[src/rtl/pktmbox_pkg.sv]
package pktmbox_pkg;

   typedef enum logic [5:0] {
      A_ID_LO  = 6'h00,
      A_ID_HI  = 6'h04,
      A_BUSY   = 6'h08,
      A_RXCNT  = 6'h0C,
      A_TXCNT  = 6'h10,
      A_INTCTL = 6'h14,
      A_INFO   = 6'h18,
      A_RXDAT  = 6'h1C,
      A_TXDAT  = 6'h20
   } reg_addr_e;

   localparam int unsigned BIT_TXDONE = 0;
   localparam int unsigned BIT_RXRDY  = 1;
   localparam int unsigned BIT_TEST   = 31;

   typedef enum logic [1:0] {
      TX_IDLE,
      TX_FILL,
      TX_SEND
   } tx_phase_e;

endpackage

[src/rtl/pktmbox_rxbuf.sv]
module pktmbox_rxbuf #(
   parameter int unsigned DEPTH = 64,
   parameter int unsigned CNT_W = 17
) (
   input  logic             clk,
   input  logic             rst_n,
   input  logic             s_valid,
   input  logic [7:0]       s_data,
   input  logic             s_last,
   output logic             s_ready,
   input  logic             lock,
   input  logic             pop,
   output logic [7:0]       pop_data,
   output logic [CNT_W-1:0] count,
   output logic             capturing,
   output logic             frame_done
);
   localparam int unsigned IDX_W = $clog2(DEPTH);
   localparam int unsigned PTR_W = IDX_W + 1;

   logic [7:0]       mem [DEPTH];
   logic [PTR_W-1:0] wr_idx;
   logic [PTR_W-1:0] rd_idx;
   logic             accept;
   logic             room;

   assign s_ready    = !lock;
   assign accept     = s_valid && s_ready;
   assign room       = wr_idx < PTR_W'(DEPTH);
   assign frame_done = accept && s_last;
   assign pop_data   = (count != '0) ? mem[rd_idx[IDX_W-1:0]] : 8'h00;

   always_ff @(posedge clk or negedge rst_n) begin
      if (!rst_n) begin
         for (int i = 0; i < int'(DEPTH); i++) mem[i] <= 8'h00;
      end else if (accept && room) begin
         mem[wr_idx[IDX_W-1:0]] <= s_data;
      end
   end

   always_ff @(posedge clk or negedge rst_n) begin
      if (!rst_n) begin
         wr_idx    <= '0;
         capturing <= 1'b0;
      end else if (accept) begin
         capturing <= !s_last;
         if (s_last)    wr_idx <= '0;
         else if (room) wr_idx <= wr_idx + PTR_W'(1);
      end
   end

   always_ff @(posedge clk or negedge rst_n) begin
      if (!rst_n) begin
         count  <= '0;
         rd_idx <= '0;
      end else if (frame_done) begin
         count  <= room ? CNT_W'(wr_idx) + CNT_W'(1) : CNT_W'(DEPTH);
         rd_idx <= '0;
      end else if (pop && count != '0) begin
         count  <= count - CNT_W'(1);
         rd_idx <= rd_idx + PTR_W'(1);
      end
   end

endmodule

[src/rtl/pktmbox_txbuf.sv]
module pktmbox_txbuf
   import pktmbox_pkg::*;
#(
   parameter int unsigned DEPTH = 64,
   parameter int unsigned CNT_W = 17
) (
   input  logic             clk,
   input  logic             rst_n,
   input  logic             len_we,
   input  logic [31:0]      len_in,
   input  logic             data_we,
   input  logic [7:0]       data_in,
   output logic [CNT_W-1:0] count,
   output logic             active,
   output logic             m_valid,
   output logic [7:0]       m_data,
   output logic             m_last,
   output logic             done
);
   localparam int unsigned IDX_W = $clog2(DEPTH);
   localparam int unsigned PTR_W = IDX_W + 1;

   tx_phase_e        phase;
   logic [7:0]       mem [DEPTH];
   logic [PTR_W-1:0] len;
   logic [PTR_W-1:0] idx;
   logic [PTR_W-1:0] clamped;
   logic             at_end;

   assign clamped = (len_in > 32'(DEPTH)) ? PTR_W'(DEPTH) : PTR_W'(len_in);
   assign at_end  = (idx + PTR_W'(1)) == len;
   assign active  = phase != TX_IDLE;
   assign m_valid = phase == TX_SEND;
   assign m_data  = m_valid ? mem[idx[IDX_W-1:0]] : 8'h00;
   assign m_last  = m_valid && at_end;
   assign done    = m_last;

   always_ff @(posedge clk or negedge rst_n) begin
      if (!rst_n) begin
         for (int i = 0; i < int'(DEPTH); i++) mem[i] <= 8'h00;
      end else if (data_we && phase == TX_FILL) begin
         mem[idx[IDX_W-1:0]] <= data_in;
      end
   end

   always_ff @(posedge clk or negedge rst_n) begin
      if (!rst_n) begin
         phase <= TX_IDLE;
         len   <= '0;
         idx   <= '0;
         count <= '0;
      end else begin
         unique case (phase)
            TX_IDLE: if (len_we && clamped != '0) begin
               len   <= clamped;
               count <= CNT_W'(clamped);
               idx   <= '0;
               phase <= TX_FILL;
            end
            TX_FILL: if (data_we) begin
               if (at_end) begin
                  idx   <= '0;
                  count <= '0;
                  phase <= TX_SEND;
               end else begin
                  idx <= idx + PTR_W'(1);
               end
            end
            TX_SEND: begin
               if (at_end) phase <= TX_IDLE;
               idx <= at_end ? '0 : idx + PTR_W'(1);
            end
            default: phase <= TX_IDLE;
         endcase
      end
   end

endmodule

[src/rtl/pktmbox_irq.sv]
module pktmbox_irq
   import pktmbox_pkg::*;
(
   input  logic        clk,
   input  logic        rst_n,
   input  logic        tx_done_set,
   input  logic        rx_done_set,
   input  logic        wr_ctl,
   input  logic        rd_ctl,
   input  logic [31:0] wdata,
   output logic [31:0] status,
   output logic        rx_lock,
   output logic        irq
);
   logic tx_flag;
   logic rx_flag;
   logic test_flag;
   logic test_hold;

   always_ff @(posedge clk or negedge rst_n) begin
      if (!rst_n) begin
         tx_flag   <= 1'b0;
         rx_flag   <= 1'b0;
         test_flag <= 1'b0;
         test_hold <= 1'b0;
      end else begin
         if (tx_done_set)                          tx_flag <= 1'b1;
         else if (wr_ctl && wdata[BIT_TXDONE])     tx_flag <= 1'b0;
         if (rx_done_set)                          rx_flag <= 1'b1;
         else if (wr_ctl && wdata[BIT_RXRDY])      rx_flag <= 1'b0;
         if (wr_ctl && wdata[BIT_TEST])            test_flag <= 1'b1;
         else if (rd_ctl)                          test_flag <= 1'b0;
         if (wr_ctl && wdata[BIT_TEST])            test_hold <= 1'b1;
         else if (wr_ctl && wdata == 32'h0)        test_hold <= 1'b0;
      end
   end

   always_comb begin
      status             = '0;
      status[BIT_TXDONE] = tx_flag;
      status[BIT_RXRDY]  = rx_flag;
      status[BIT_TEST]   = test_flag;
   end

   assign rx_lock = rx_flag;
   assign irq     = tx_flag || rx_flag || test_hold;

endmodule

[src/rtl/pktmbox.sv]
module pktmbox
   import pktmbox_pkg::*;
#(
   parameter int unsigned DEPTH    = 64,
   parameter int unsigned MAX_LEN  = 65536,
   parameter int unsigned ID_VER   = 1,
   parameter logic [31:0] IRQ_INFO = 32'h2
) (
   input  logic        clk,
   input  logic        rst_n,
   input  logic        host_sel,
   input  logic        host_wr,
   input  logic [5:0]  host_addr,
   input  logic [31:0] host_wdata,
   output logic [31:0] host_rdata,
   input  logic        rx_valid,
   input  logic [7:0]  rx_data,
   input  logic        rx_last,
   output logic        rx_ready,
   output logic        tx_valid,
   output logic [7:0]  tx_data,
   output logic        tx_last,
   output logic        irq
);
   localparam int unsigned CNT_W = $clog2(MAX_LEN + 1);

   if (DEPTH < 2 || (DEPTH & (DEPTH - 1)) != 0 || DEPTH > MAX_LEN) begin : g_bad_depth
      $error("pktmbox: DEPTH must be a power of two between 2 and MAX_LEN");
   end
   if (ID_VER > 9) begin : g_bad_ver
      $error("pktmbox: ID_VER must be a single decimal digit");
   end

   function automatic logic [7:0] id_char(input int unsigned k);
      case (k)
         0: return "P";
         1: return "K";
         2: return "T";
         3: return "M";
         4: return "B";
         5: return "O";
         6: return "X";
         default: return 8'(8'h30 + ID_VER);
      endcase
   endfunction

   logic [63:0] id_word;
   for (genvar g = 0; g < 8; g++) begin : g_id
      assign id_word[8*g +: 8] = id_char(g);
   end

   logic             rd_en, wr_en;
   logic [CNT_W-1:0] rx_cnt, tx_cnt;
   logic [7:0]       rx_byte;
   logic             rx_capturing, rx_frame_done, rx_lock;
   logic             tx_active, tx_done;
   logic [31:0]      int_status;

   assign rd_en = host_sel && !host_wr;
   assign wr_en = host_sel && host_wr;

   pktmbox_rxbuf #(.DEPTH(DEPTH), .CNT_W(CNT_W)) i_rxbuf (
      .clk        (clk),
      .rst_n      (rst_n),
      .s_valid    (rx_valid),
      .s_data     (rx_data),
      .s_last     (rx_last),
      .s_ready    (rx_ready),
      .lock       (rx_lock),
      .pop        (rd_en && host_addr == A_RXDAT),
      .pop_data   (rx_byte),
      .count      (rx_cnt),
      .capturing  (rx_capturing),
      .frame_done (rx_frame_done)
   );

   pktmbox_txbuf #(.DEPTH(DEPTH), .CNT_W(CNT_W)) i_txbuf (
      .clk     (clk),
      .rst_n   (rst_n),
      .len_we  (wr_en && host_addr == A_TXCNT),
      .len_in  (host_wdata),
      .data_we (wr_en && host_addr == A_TXDAT),
      .data_in (host_wdata[7:0]),
      .count   (tx_cnt),
      .active  (tx_active),
      .m_valid (tx_valid),
      .m_data  (tx_data),
      .m_last  (tx_last),
      .done    (tx_done)
   );

   pktmbox_irq i_irq (
      .clk         (clk),
      .rst_n       (rst_n),
      .tx_done_set (tx_done),
      .rx_done_set (rx_frame_done),
      .wr_ctl      (wr_en && host_addr == A_INTCTL),
      .rd_ctl      (rd_en && host_addr == A_INTCTL),
      .wdata       (host_wdata),
      .status      (int_status),
      .rx_lock     (rx_lock),
      .irq         (irq)
   );

   always_comb begin
      case (host_addr)
         A_ID_LO:  host_rdata = id_word[31:0];
         A_ID_HI:  host_rdata = id_word[63:32];
         A_BUSY:   host_rdata = {31'b0, rx_capturing || tx_active};
         A_RXCNT:  host_rdata = 32'(rx_cnt);
         A_TXCNT:  host_rdata = 32'(tx_cnt);
         A_INTCTL: host_rdata = int_status;
         A_INFO:   host_rdata = IRQ_INFO;
         A_RXDAT:  host_rdata = {24'b0, rx_byte};
         default:  host_rdata = 32'h0;
      endcase
   end

endmodule

[config.mk]
export PLATFORM = sky130hd
export DESIGN_NAME = pktmbox
export DESIGN_NICKNAME = d
export VERILOG_FILES = /design/src/rtl/pktmbox_pkg.sv /design/src/rtl/pktmbox_rxbuf.sv /design/src/rtl/pktmbox_txbuf.sv /design/src/rtl/pktmbox_irq.sv /design/src/rtl/pktmbox.sv
export SDC_FILE = /design/constraint.sdc
export NUM_CORES = 2
export LEC_CHECK = 0
export BUFFER_PORTS_ARGS = -buffer_cell sky130_fd_sc_hd__buf_2
export CAP_MARGIN = 20
export CORE_AREA = 2 2 297 299
export CTS_CLUSTER_SIZE = 12
export DETAILED_ROUTE_END_ITERATION = 6
export DIE_AREA = 0 0 299 301
export PLACE_DENSITY = 0.75
export SLEW_MARGIN = 0
export SYNTH_ARGS = -nofsm -noshare
export SYNTH_HDL_FRONTEND = slang
export SYNTH_HIERARCHICAL = 1
export SYNTH_SLANG_ARGS = --single-unit
[constraint.sdc]
create_clock -name clk -period 4.8 [get_ports clk]
set_input_delay 1.44 -clock clk [delete_from_list [all_inputs] [get_ports clk]]
set_output_delay 1.44 -clock clk [all_outputs]
set_load 0.02 [all_outputs]
# Yosys cells after proc, flatten, opt, wreduce, memory -nomap -nowiden
# Index checks and enable logic that the tools add are counted.
[word_totals] input_bits=52 out_inout_bits=44 register_bits=1093 ramBits=0 wordCells=259 latch_bits=0 mem_bits_ro=0 memories=0
[op_classes] n_eq_ne=15 n_shift=0 div_mod_pow=0 n_reduce_logical=45 n_bitwise=3 n_lt_le_gt_ge=7 n_mul=0 muxes=44 addsub=5
[ops] op="$bwmux W512" count=2
[ops] op="$pmux W32 S8" count=1
[ops] op="$mux W17" count=6
[ops] op="$bmux W8 S6" count=2
[ops] op="$demux W8 S6" count=2
[ops] op="$mux W8" count=8
[ops] op="$mux W7" count=8
[ops] op="$pmux W17 S2" count=1
[ops] op="$gt A32 B7 Y1 const B" count=1
[ops] op="$logic_not A32 Y1" count=1
[ops] op="$eq A6 B5 Y1 const B" count=4
[ops] op="$add A7 B1 Y7 const B" count=3
[ops] op="$ge A7 B7 Y1 const B" count=3
[ops] op="$not A6 Y7" count=3
[ops] op="$pmux W7 S3" count=1
[ops] op="$logic_and A1 B1 Y1" count=20
[ops] op="$reduce_bool A17 Y1" count=1
[ops] op="$sub A17 B1 Y17 const B" count=1
[ops] op="$reduce_bool A2 Y1" count=8
[ops] op="$lt A7 B1 Y1 const B" count=2
[ops] op="$eq A6 B4 Y1 const B" count=2
[ops] op="$add A7 B1 Y8 const B" count=1
[ops] op="$mux W1" count=8
[ops] op="$mux W2" count=4
[ops] op="18 further kinds" count=26

# Logic depth before layout (Yosys ltp)
[depth] word_depth=6 mapped_depth=12

# Modules after synthesis
# Netlist, hierarchy kept.
[modules_own_cells] module="pktmbox_txbuf" n_inst=1 seq_area_each_um2=13387.8 cells_per_inst=1838 area_each_um2=25249.2
[modules_own_cells] module="pktmbox_rxbuf" n_inst=1 seq_area_each_um2=13588.0 cells_per_inst=1772 area_each_um2=25234.2
[modules_own_cells] module="pktmbox" n_inst=1 seq_area_each_um2=0.0 cells_per_inst=120 area_each_um2=714.4
[modules_own_cells] module="pktmbox_irq" n_inst=1 seq_area_each_um2=100.1 cells_per_inst=57 area_each_um2=484.2

# Worst setup path after synthesis
# OpenSTA, ideal clock, no wires.
[synth_path] path_type="input -> output" from="input host_addr[1]" to="output host_rdata[19]" required_time_ns=3.360 setup_slack_ns=0.652 t_arrival_ns=2.708 cell_stages=4 path_cell_list="or4_1 > buf_6 > or2_4 > a21oi_1"
[synth_between] elab_chain_cells=2 elab_cells_between_ends=9
[synth_lines] item="start: declaration" line_no="pktmbox.sv:13" text="input logic [5:0] host_addr,"
[synth_lines] item="$eq A6 B5 Y1, or another cell as far along" line_no="pktmbox.sv:106" text="case (host_addr)"
[synth_lines] item="$pmux W32 S8 (*)" line_no="pktmbox.sv:106"
[synth_lines] item="end: declaration" line_no="pktmbox.sv:15" text="output logic [31:0] host_rdata,"
# Every way passes the cells marked *; elsewhere a longest branch is shown, timed or not.

# Worst setup path after layout
[layout_path] from="register i_rxbuf.rd_idx[0]" to="output host_rdata[5]"
[layout_between] elab_chain_cells=6
[layout_lines] item="start: declaration" line_no="pktmbox_rxbuf.sv:23" text="logic [PTR_W-1:0] rd_idx;"
[layout_lines] item="start signal: assignment" line_no="pktmbox_rxbuf.sv:61" text="rd_idx <= rd_idx + PTR_W'(1);"
[layout_lines] item="$not A6 Y7 (not written as such)" line_no="pktmbox_rxbuf.sv:31" text="assign pop_data = (count != '0) ? mem[rd_idx[IDX_W-1:0]] : 8'h00;"
[layout_lines] item="$bmux W8 S6" line_no="pktmbox_rxbuf.sv:31"
[layout_lines] item="$mux W8 (not written as such) (2 in a row)" line_no="pktmbox_rxbuf.sv:31"
[layout_lines] item="$mux W8" line_no="pktmbox_rxbuf.sv:31"
[layout_lines] item="via rx_byte[5]" line_no="pktmbox.sv:54" text="logic [7:0] rx_byte;"
[layout_lines] item="$pmux W32 S8" line_no="pktmbox.sv:106"
# The timed path passes the listed nets, and every way through them passes these cells. The select of a mux whose other input is x is not followed.

==> impl_summary.md <==
Status
The flow ran to the end, but the final reports show violations. The final reports fail on negative setup slack.

Placed design
The half-perimeter wire length of the detailed placement result is 90,300 um. The congestion estimate from routability-driven global placement came to 0.938. The number of placed instances, taps included is 4,922. The worst setup slack after placement is 0.267 ns. The number of buffers added on ports is 91.

Synthesis
The post-synthesis share of cell area spent on full adders, half adders and majority gates is 0.218%. The xor and xnor fraction of the mapped netlist area is 0.390%. The sequential cell area fraction in the yosys report is 52.4%. The number of enable flip-flop cells after synthesis is 0. The post-synthesis instance total is 3,787. The combinational family with the most area after synthesis is multiplexers. The mux contribution to synthesized area is 32.0%.

Dividing the synthesized area by the synthesized cell count gives 13.6 sq um. The warning count from the yosys run is 6. The fraction of registers with async set/reset is 100%.

The number of storage elements in the synthesis netlist is 1,082. Summing the areas of all and, or, nand and nor instances in the mapped netlist gives 5.15% of the synthesized area. The most used flip-flop cell after synthesis is sky130_fd_sc_hd__dfrtp_1. After synthesis the cells add up to 51,700 sq um. The number of distinct library cells after synthesis is 81. The synthesized netlist devotes 6.47% of its cell area to compound gates.

Finish
The number of filler instances in the final layout is 5,938. The layout net count is 4,005. The most frequent standard cell in the layout excluding fill and tap cells is sky130_fd_sc_hd__dfrtp_1. In the final layout, the share of cells above drive strength 1 is 43.3%. The share of the core filled with cells in the final layout is 68.1%.

The top cell types in the final layout, fill and taps aside, are sky130_fd_sc_hd__dfrtp_1 (1,075), sky130_fd_sc_hd__mux2_2 (913), sky130_fd_sc_hd__buf_4 (182), sky130_fd_sc_hd__mux2i_1 (161), sky130_fd_sc_hd__nand2_1 (158). From synthesis to final layout, the design area changed by 13.9%. The final standard cell count with taps included and fillers excluded is 5,178.

Floorplanning
96 I/O pins were placed. From left edge to right edge, the die measures 299 um. The initial cell density of the core is 59.8%. The die is 301 um tall.

The total core area is 86,500 sq um. The die covers 90,000 sq um. In this run the core area contains 108 standard-cell rows.

Timing
The share of the clock period used by the worst path after layout is 104%. Setup repair after global routing could not meet its margin everywhere. Setup slack on the critical path of the routed design comes to -0.176 ns. The clock skew after layout is 0.0405 ns. The relative slew slack is 21.1%. The maximum achievable frequency is 201 MHz. The max-slew violation count is 0. The hold violation total from the final report is 0. Setup violations remaining at the end of the flow were counted as 7. The slew at the pin closest to its max-slew limit is 1.18 ns. The minimum period implied by the final worst setup slack is 4.98 ns. For the final routed database, the setup TNS stands at -0.562 ns.

Setup path
The dominant cell type by count on the critical path is sky130_fd_sc_hd__buf_6. The critical path goes through buf_6, buf_12, mux4_2, a21oi_2, a21oi_4, a32o_2, a222oi_1, nand2_1, buf_6. Setup slack on the worst reg-to-reg path comes out at 1.85 ns. The cell depth of the worst flop-to-flop path is 6.

The critical path's slowest cell is sky130_fd_sc_hd__mux4_2. For this run, the slowest stage of the critical path takes 0.59 ns. The element type at the critical path start is a flop. At the worst endpoint, the arrival time is 3.54 ns. The critical path capture point is host_rdata[5]. The endpoint identified for the worst register-to-register timing path is i_txbuf/mem[122]. The critical path endpoint category is a primary output. The required time of the critical path is 3.36 ns. The critical path starts at i_rxbuf/rd_idx[0]. The highest fanout seen on the critical path is 24. The startpoint identified for the worst register-to-register timing path is i_txbuf/idx[1]. The critical path in this run is classified as reg2out.

Global route
In the global route stage, overall resource usage came out at 31.6%. The total overflow left after global routing is 0. The pin count of the biggest net entering global routing is 105. The number of global-route vias before repair is 34,800. The initial antenna violation count is 2. The global-route wire length before repair is 218,000 um.

Clock tree
The maximum level of the CTS H-tree is 3. The buffer depth of the longest clock path is 3. The TritonCTS clock tree is built. The CTS buffer count is 112.

The clock transition at the registers of the reported paths is 0.06 ns. Clock latency on the worst-skew pair, taken at its later pin, is 0.72 ns. The tree is rooted in a sky130_fd_sc_hd__clkbuf_16. Clock tree synthesis found a total of 1,082 sinks.

Buffers inserted to repair hold after CTS numbered 0.

Route
In the final routed layout, each cell accounts on average for 27.4 um. The first-pass iteration count of the detailed router is 5. The per-cell via count in the routed design is 6.54. The post-detailed-route DRC marker count is 0. The routed design has 142,000 um of wire. The first routing iteration left 2,965 violations. The total number of vias is 33,800. The remaining antenna violation count after routing is 0.

Power and ir drop
The portion of total power attributed to combinational logic is 21.1%. Summed over all nets, the switching power comes to 0.00683 W. The part of the total power dissipated in the clock network is 37.7%. The power density over cell area is 393 nW/um^2. In this run, flip-flops and latches consume 41.2% of the power. The internal cell power is 0.0163 W. The analysis attributes to cell leakage a power of 27.9 nW.

IR analysis of the VDD net gives a maximum drop of 0.364 mV. The switching share of total power is 29.5%.

Min path
The min-delay analysis places its worst path in the category reg2reg. The worst hold path begins at i_txbuf/mem[31].

Run
Max-cap violations in this run came to 0.
[registers in the layout, summed over array words and instances, names as in the netlist]
register,count
i_rxbuf/mem,512
i_txbuf/mem,512
i_rxbuf/count,17
i_rxbuf/wr_idx,7
i_txbuf/count,7
i_txbuf/idx,7
i_txbuf/len,7
i_rxbuf/rd_idx,6
i_txbuf/phase,2
i_irq/rx_lock,1
i_irq/test_flag,1
i_irq/test_hold,1
i_irq/tx_flag,1
i_rxbuf/capturing,1
[worst min-delay path by stage]
stage	end	slack, ns	cells past startpoint
floorplan	i_irq/test_hold	0.44	2
CTS	i_txbuf/mem[31]	0.48	1
global placement	i_txbuf/mem[464]	0.46	1
detailed placement	i_txbuf/mem[31]	0.47	1
global route	i_txbuf/mem[148]	0.50	1
finish	i_txbuf/mem[31]	0.48	1
[critical path, delay by kind of cell (launching register included)]
kind	cells	cell delay (ns)
AO/OA/AOI/OAI	4	1.12
multiplexers	1	0.59
buffers and inverters	3	0.51
flip-flops	1	0.44
AND/OR/NAND/NOR	1	0.12
[repair_timing]
item / in CTS / in global routing
endpoints found under the setup margin: 17 / 17
pin swaps: 21 / 33
buffers inserted: 39 / 14
gates resized for setup: 133 / 68
cloned: 6 / 3
[Yosys cell counts, types with 14 or more instances]
library cell	instances	area, sq um
sky130_fd_sc_hd__a211oi_1	24	180
sky130_fd_sc_hd__a21oi_1	87	435
sky130_fd_sc_hd__a221oi_1	68	596
sky130_fd_sc_hd__a22o_1	18	158
sky130_fd_sc_hd__a22oi_1	39	293
sky130_fd_sc_hd__and2_1	14	87.6
sky130_fd_sc_hd__buf_1	22	82.6
sky130_fd_sc_hd__buf_2	58	290
sky130_fd_sc_hd__buf_4	67	503
sky130_fd_sc_hd__buf_6	14	158
sky130_fd_sc_hd__clkbuf_1	164	616
sky130_fd_sc_hd__dfrtp_1	1082	27100
sky130_fd_sc_hd__inv_1	23	86.3
sky130_fd_sc_hd__mux2_1	152	1710
sky130_fd_sc_hd__mux2_2	913	10300
sky130_fd_sc_hd__mux2i_1	179	1790
sky130_fd_sc_hd__mux4_2	122	2750
sky130_fd_sc_hd__nand2_1	159	597
sky130_fd_sc_hd__nand3_1	28	140
sky130_fd_sc_hd__nor2_1	82	308
sky130_fd_sc_hd__nor2_2	37	231
sky130_fd_sc_hd__nor2_4	26	293
sky130_fd_sc_hd__nor2b_1	18	113
sky130_fd_sc_hd__o21ai_0	78	390
sky130_fd_sc_hd__o221ai_1	22	193
sky130_fd_sc_hd__o22ai_1	39	244
sky130_fd_sc_hd__xor2_1	15	131
[layer usage]
metal / part of all wire, % / track usage (%) / up-vias
li1: - / - / 14300
met1: 40 / 42.2 / 17800
met5: 0 / 0 / -
met3: 6.6 / 5.43 / 429
met4: 5.9 / 17.2 / 0
met2: 47 / 49.8 / 1308
[area by class of cell]
type	count	area (sq um)	share of cell area [%]
well taps	1155	1450	2.46
diodes	1	2.50	0.00425
inverters	26	108	0.183
multi-input cells	2391	23500	40.0
clock inverters	32	515	0.876
clock buffers	160	3180	5.41
flip-flops and latches	1082	27100	46.0
repair buffers	331	2990	5.07
[power groups by stage]
| stage | Clock (W) | Combinational [W] | Sequential (W) |
|---|---|---|---|
| 5_1_grt | 0.00921 | 0.00504 | 0.00956 |
| 6_report | 0.00871 | 0.00488 | 0.00953 |
| 3_3_place_gp | 0 | 0.00386 | 0.00975 |
| 3_5_place_dp | 0 | 0.00388 | 0.00975 |
| 4_1_cts | 0.00883 | 0.00454 | 0.00952 |
| 2_1_floorplan | 0 | 0.00250 | 0.00959 |
[metrics by stage]
stage          hold WS [ns]  cell area, sq um  power [W]
2_1_floorplan         0.445             51800     0.0121
3_3_place_gp          0.461             53700     0.0136
3_5_place_dp          0.471             53700     0.0136
4_1_cts               0.485             58400     0.0229
5_1_grt               0.496             58900     0.0238
6_report              0.483             58900     0.0231
[logic make-up (layout without fill, tap and decap cells)]
| kind of cell | after synthesis | count (layout) |
|---|---|---|
| buf+inv | 351 | 549 |
| flops | 1082 | 1082 |
| xor+xnor | 23 | 23 |
| simple gates | 479 | 479 |
| mux | 1366 | 1366 |
| compound gates | 475 | 475 |
| other cells | 2 | 40 |
| fa+ha+maj | 9 | 9 |
(Power assumes the default switching activity.)
